`src/rtl/eint_pkg.sv`:
```
package eint_pkg;
  localparam int WORD_W = 32;
  localparam int HALF_W = 16;
  localparam int SEL_W  = 4;

  typedef enum logic [3:0] {
    TRIG_LOW  = 4'd0,
    TRIG_HIGH = 4'd1,
    TRIG_FALL = 4'd2,
    TRIG_RISE = 4'd4,
    TRIG_BOTH = 4'd6
  } trig_e;

  typedef enum logic [1:0] {
    SPACE_CFG  = 2'd0,
    SPACE_MASK = 2'd1,
    SPACE_PEND = 2'd2,
    SPACE_SVC  = 2'd3
  } space_e;

  // Decide whether one line fires under a selector; unknown codes never fire.
  function automatic logic line_hit(input logic [SEL_W-1:0] sel,
                                    input logic cur, input logic old);
    logic r;
    case (trig_e'(sel))
      TRIG_LOW:  r = ~cur;
      TRIG_HIGH: r = cur;
      TRIG_FALL: r = old & ~cur;
      TRIG_RISE: r = ~old & cur;
      TRIG_BOTH: r = old ^ cur;
      default:   r = 1'b0;
    endcase
    return r;
  endfunction
endpackage

```
`src/rtl/eint_sync.sv`:
```
module eint_sync #(
  parameter int W = 16
) (
  input  logic         clk,
  input  logic         rst_n,
  input  logic [W-1:0] din,
  output logic [W-1:0] lvl,
  output logic [W-1:0] lvl_d
);
  logic [W-1:0] s1_q, s2_q, s3_q;

  always_ff @(posedge clk or negedge rst_n) begin
    if (!rst_n) begin
      s1_q <= '0;
      s2_q <= '0;
      s3_q <= '0;
    end else begin
      s1_q <= din;
      s2_q <= s1_q;
      s3_q <= s2_q;
    end
  end

  assign lvl   = s2_q;
  assign lvl_d = s3_q;
endmodule

```
`src/rtl/eint_word.sv`:
```
module eint_word
  import eint_pkg::*;
(
  input  logic              clk,
  input  logic              rst_n,
  input  logic [WORD_W-1:0] cfg,
  input  logic [WORD_W-1:0] valid,
  input  logic [WORD_W-1:0] lvl,
  input  logic [WORD_W-1:0] lvl_d,
  input  logic [WORD_W-1:0] clr,
  output logic [WORD_W-1:0] pend
);
  logic [WORD_W-1:0] hit, pend_d, pend_q;

  for (genvar i = 0; i < WORD_W; i++) begin : g_line
    localparam int SB = (i / SEL_W) * SEL_W;
    assign hit[i] = valid[i] & line_hit(cfg[SB +: SEL_W], lvl[i], lvl_d[i]);
  end

  always_comb begin
    pend_d = (pend_q & ~clr) | hit;
  end

  always_ff @(posedge clk or negedge rst_n) begin
    if (!rst_n) pend_q <= '0;
    else        pend_q <= pend_d;
  end

  assign pend = pend_q;
endmodule

```
`src/rtl/eint_svc.sv`:
```
module eint_svc #(
  parameter int NGRP = 9,
  parameter int GL   = 16,
  parameter int GW   = 4,
  parameter int PW   = 4
) (
  input  logic [NGRP*GL-1:0] eff,
  output logic [GW+PW-1:0]   code
);
  always_comb begin
    logic found;
    found = 1'b0;
    code  = '0;
    for (int g = 0; g < NGRP; g++) begin
      for (int p = 0; p < GL; p++) begin
        if (!found && eff[g*GL+p]) begin
          found = 1'b1;
          code  = {GW'(g + 1), PW'(p)};
        end
      end
    end
  end
endmodule

```
`src/rtl/eint_ctrl.sv`:
```
module eint_ctrl
  import eint_pkg::*;
#(
  parameter int NGRP = 9,
  parameter int GL   = 16,
  parameter int AW   = 6
) (
  input  logic                 clk,
  input  logic                 rst_n,
  input  logic [NGRP*GL-1:0]   ext_in,
  input  logic                 bus_we,
  input  logic [AW-1:0]        bus_addr,
  input  logic [WORD_W-1:0]    bus_wdata,
  output logic [WORD_W-1:0]    bus_rdata,
  output logic                 irq
);
  // GL must not exceed 16 and NGRP must not exceed 15 (4-bit codes).
  localparam int NLINE = NGRP * GL;
  localparam int NWORD = (NGRP + 1) / 2;
  localparam int IDX_W = AW - 2;
  localparam logic [WORD_W-1:0] CFG_RST = {(WORD_W/SEL_W){4'(TRIG_RISE)}};

  space_e             space;
  logic [IDX_W-1:0]   idx;
  logic [NLINE-1:0]   lvl, lvl_d, eff;
  logic [7:0]         svc_code;

  logic [WORD_W-1:0]  cfg_q   [NWORD];
  logic [WORD_W-1:0]  mask_q  [NWORD];
  logic [WORD_W-1:0]  pend_w  [NWORD];
  logic [WORD_W-1:0]  clr_w   [NWORD];
  logic [WORD_W-1:0]  lvl_w   [NWORD];
  logic [WORD_W-1:0]  old_w   [NWORD];
  logic [WORD_W-1:0]  valid_w [NWORD];
  logic [NWORD-1:0]   cfg_en, mask_en;

  assign space = space_e'(bus_addr[AW-1 -: 2]);
  assign idx   = bus_addr[IDX_W-1:0];

  eint_sync #(.W(NLINE)) u_sync (
    .clk(clk), .rst_n(rst_n), .din(ext_in), .lvl(lvl), .lvl_d(lvl_d)
  );

  // Write decode: clock enables and clear strobes.
  always_comb begin
    for (int w = 0; w < NWORD; w++) begin
      cfg_en[w]  = bus_we && (space == SPACE_CFG)  && (idx == IDX_W'(w));
      mask_en[w] = bus_we && (space == SPACE_MASK) && (idx == IDX_W'(w));
      clr_w[w]   = (bus_we && (space == SPACE_PEND) && (idx == IDX_W'(w)))
                   ? bus_wdata : '0;
    end
  end

  for (genvar w = 0; w < NWORD; w++) begin : g_word
    always_ff @(posedge clk or negedge rst_n) begin
      if (!rst_n) begin
        cfg_q[w]  <= CFG_RST;
        mask_q[w] <= '1;
      end else begin
        if (cfg_en[w])  cfg_q[w]  <= bus_wdata;
        if (mask_en[w]) mask_q[w] <= bus_wdata;
      end
    end

    // Two groups per word: lower half, upper half.
    for (genvar b = 0; b < WORD_W; b++) begin : g_bit
      localparam int K = 2 * w + b / HALF_W;
      localparam int P = b % HALF_W;
      if (P < GL && K < NGRP) begin : g_on
        assign lvl_w[w][b]   = lvl[K*GL+P];
        assign old_w[w][b]   = lvl_d[K*GL+P];
        assign valid_w[w][b] = 1'b1;
        assign eff[K*GL+P]   = pend_w[w][b] & ~mask_q[w][b];
      end else begin : g_off
        assign lvl_w[w][b]   = 1'b0;
        assign old_w[w][b]   = 1'b0;
        assign valid_w[w][b] = 1'b0;
      end
    end

    eint_word u_word (
      .clk(clk), .rst_n(rst_n), .cfg(cfg_q[w]), .valid(valid_w[w]),
      .lvl(lvl_w[w]), .lvl_d(old_w[w]), .clr(clr_w[w]), .pend(pend_w[w])
    );
  end

  eint_svc #(.NGRP(NGRP), .GL(GL), .GW(4), .PW(4)) u_svc (
    .eff(eff), .code(svc_code)
  );

  assign irq = |eff;

  always_comb begin
    bus_rdata = '0;
    if (space == SPACE_SVC) begin
      bus_rdata = {{(WORD_W-8){1'b0}}, svc_code};
    end else begin
      for (int w = 0; w < NWORD; w++) begin
        if (idx == IDX_W'(w)) begin
          case (space)
            SPACE_CFG:  bus_rdata = cfg_q[w];
            SPACE_MASK: bus_rdata = mask_q[w];
            default:    bus_rdata = pend_w[w];
          endcase
        end
      end
    end
  end
endmodule

```
`config.mk`:
```
export PLATFORM = sky130hd
export DESIGN_NAME = eint_ctrl
export DESIGN_NICKNAME = d
export VERILOG_FILES = /design/src/rtl/eint_pkg.sv /design/src/rtl/eint_sync.sv /design/src/rtl/eint_word.sv /design/src/rtl/eint_svc.sv /design/src/rtl/eint_ctrl.sv
export SDC_FILE = /design/constraint.sdc
export NUM_CORES = 2
export LEC_CHECK = 0
export ABC_AREA = 1
export ABC_CLOCK_PERIOD_IN_PS = 10120
export BUFFER_PORTS_ARGS = -buffer_cell sky130_fd_sc_hd__buf_2
export CAP_MARGIN = 20
export CORE_AREA = 2 2 341 343
export DETAILED_ROUTE_END_ITERATION = 7
export DIE_AREA = 0 0 343 345
export HOLD_SLACK_MARGIN = 0.02
export RECOVER_POWER = 25
export SETUP_SLACK_MARGIN = 0.05
export SLEW_MARGIN = 20
export SYNTH_ARGS = -nofsm -noshare
export SYNTH_HDL_FRONTEND = slang
export SYNTH_HIERARCHICAL = 1
export SYNTH_SLANG_ARGS = --single-unit
```
`constraint.sdc`:
```
create_clock -name clk -period 10.12 [get_ports clk]
set_clock_uncertainty 0.05 [all_clocks]
set_input_delay 2.53 -clock clk [delete_from_list [all_inputs] [get_ports clk]]
set_output_delay 2.53 -clock clk [all_outputs]
set_load 0.01 [all_outputs]
```
==> results.toml <==
[cts]
h-tree-depth = 3
cts.sinks = 912
cts_buffers = 103
clk_pin_slew_ps = 60
hold_buffers = 0
cts_buffer_depth = 3
cts_tree = "yes"
clkLatencyLatePin_ps = 710
cts-root-buf = "clkbuf_16"

[worst_setup_path]
arrival_ps = 11260
cp_max_fo = 3
critical_path_class = "flip-flop to output port"
reg2reg_slack_ps = 8410
crit_path_start_kind = "flip-flop"
max_stage_delay_ps = 540
cp_common_cell = "nand4_1"
cp-end-kind = "output port"
worst_ep_required_time_ps = 7540
cp_slowest_cell = "dfstp_2"

[final_layout]
area_growth_pct = 18.6
drive_above_1_share_pct = 17.5
diodes = 0
fillCellCount = 11100
nets = 8002
fin_cells = 9110
fin_area_sq_um = 62300
utilization_pct = 54.1

[global_route]
grt_use_total_pct = 28.8
grt_max_degree = 147
gr-usage-met1_pct = 39.0
grt-ovfl-total = 0
grt-busiest-layer = "met2"
antenna_found_initial = 7
grt_pass1_wl_mm = 264
gr-usage-met2_pct = 45.3
met3_usage_pct = 4.73
grt_pass1_vias = 45000

[synth]
synth.avg_cell_area_sq_um = 7.72
synth_ff_type = "dfrtp_1"
ys_warn_count = 6
synth.distinct_cells = 42
syn_inst = 6804
synth_edf_count = 0
synth-async-reset-ratio_pct = 100
ys_ff_latch = 912
netlist_area_sq_um = 52500
ys_seq_area_share_pct = 43.9

[placed_design]
hpwl_mm = 122
post-place-ws_ps = -2720
numPlacedInstances = 8789
place_area_sq_um = 57200
portBuffers = 217
gp_congestion = 0.959

[die]
rows = 125
io_pins = 218
design.die.area_sq_um = 118000
start_util_pct = 45.7
core_area_sq_um = 115000
fp.dieW_microns = 343
die_y_microns = 345

[power_and_ir_drop]
irDropWorstVdd_mv = 0.140
p_leak_nw = 31.9
power_mw = 10.6
powerDensity_nw_per_um2 = 170

[drt]
wl_per_cell_microns = 18.8
wl_mm = 171
drtPass1Iterations = 6
dr.first_iter.drc_count = 4210
post-route-drc-count = 0
vias = 47200
vias_per_cell = 5.18
postRouteAntennaNets = 0

[timing]
hold_viol = 0
worst_pin_slew_ps = 4900
holdWs_ps = 288
setup-violations-final = 8
min_period_ps = 13840
slew_violations = 71
slew_headroom_pct = -227
fmax_ghz = 0.0723
rsz0062_at_grt = "yes"
tns_ps = -26950
worst_slack_ps = -3720
min_period_over_period_pct = 137

[run_status]
violations = "max-capacitance violations, max-slew violations, negative setup slack"
status = "complete, but fails checks"

[flow_run]
maxCapViolations = 1

[hold_path]
holdCritPathClass = "flip-flop to flip-flop"
[cells by family (layout without fill, tap and decap cells)]
group                    count (synthesis)  in the layout  share of synthesized area [%]
flip-flops                             912            912                           43.9
AO/OA/AOI/OAI                          670            670                           6.86
adder cells (fa/ha/maj)                320            320                           7.62
AND/OR/NAND/NOR                       3529           3529                           31.4
buffers and inverters                 1371           1915                           10.2
other                                    2            240                         0.0143
[state kept, by name (all words and copies together) (netlist names)]
signal              cells
mask_q                160
u_sync/lvl_d          144
cfg_q                 160
u_sync/s1_q           144
g_word.u_word/pend    160
u_sync/lvl            144
[report_power, final]
group	internal (mW)	leakage (nW)	total, mW	switching (mW)
Combinational	0.664	19.9	2.07	1.41
Sequential	4.01	10.1	4.30	0.294
Clock	2.58	1.85	4.20	1.62
[metal layers]
layer | wire length, microns | vias up
met3 | 12200 | 358
met5 | 59 | -
met2 | 77200 | 1625
met4 | 8800 | 10
li1 | - | 22800
met1 | 72900 | 22400
[final timing paths]
check | start | endpoint | cells after the start
worst max register to register | cfg_q[87]$_DFFE_PN0P_ | g_word[2].u_word/pend[23]$_DFF_PN0_ | 5
max in group asynchronous | rst_n | u_sync/s1_q[102]$_DFF_PN0_ | 3
min in group asynchronous | rst_n | u_sync/s1_q[55]$_DFF_PN0_ | 1
worst min-delay path | u_sync/s1_q[28]$_DFF_PN0_ | u_sync/lvl[28]$_DFF_PN0_ | 0
worst max-delay path | mask_q[130]$_DFFE_PN1P_ | bus_rdata[7] | 81
worst min register to register | u_sync/s1_q[28]$_DFF_PN0_ | u_sync/lvl[28]$_DFF_PN0_ | 0
[worst max-delay path: cells and delay by family, from the launching register on]
kind | cells | cell delay [ps]
AND/OR/NAND/NOR | 78 | 9760
buffers and inverters | 3 | 230
flip-flops | 1 | 540
[layout by cell type (no fill, tap or decap), types with 57 or more instances in the layout]
| cell | synthesis | final |
|---|---|---|
| dfrtp_1 | 712 | 712 |
| nand3b_1 | 136 | 136 |
| dfstp_2 | 200 | 200 |
| nand3_1 | 827 | 825 |
| a21oi_1 | 63 | 59 |
| nor2_4 | 57 | 69 |
| conb_1 | 2 | 240 |
| ha_1 | 320 | 320 |
| inv_1 | 1103 | 1095 |
| nand4_1 | 166 | 166 |
| nor2_1 | 480 | 461 |
| clkbuf_16 | 0 | 105 |
| o21ai_1 | 176 | 176 |
| nor2_2 | 134 | 141 |
| inv_2 | 50 | 57 |
| nand2_1 | 1600 | 1578 |
| o21ai_0 | 337 | 337 |
| buf_4 | 43 | 341 |
| buf_2 | 37 | 208 |
[cell type report]
type                    instances  area, sq um  area share [%]
inverters                    1153         4330            6.95
repair buffers                568         3880            6.22
clock inverters                54          872            1.40
clock buffers                 140         2940            4.72
multi-input cells            4759        25300            40.6
flip-flops and latches        912        23100            37.0
well taps                    1524         1910            3.06
[Yosys cell counts, drive strengths merged, types with 12 or more instances]
cell type     n  area share [%]
or2          39            0.46
ha          320             7.6
dfstp       200              10
buf          80            0.97
nand3b      136             1.9
nor3         31            0.30
nor4         12            0.17
o211ai       29            0.42
a21oi        63            0.60
clkbuf      138            0.99
o22ai        19            0.23
nand4       199             2.8
o21ai       513             4.9
nand2      1610              12
dfrtp       712              34
nand3       827             7.9
nor2        671             6.2
inv        1153             8.2
[timing repair]
action                     in CTS  in global routing
buffers inserted              120                 14
setup endpoints to repair       8                  8
pin swaps                      14                 25
gates resized for setup        30                 39
(Power assumes the default switching activity.)
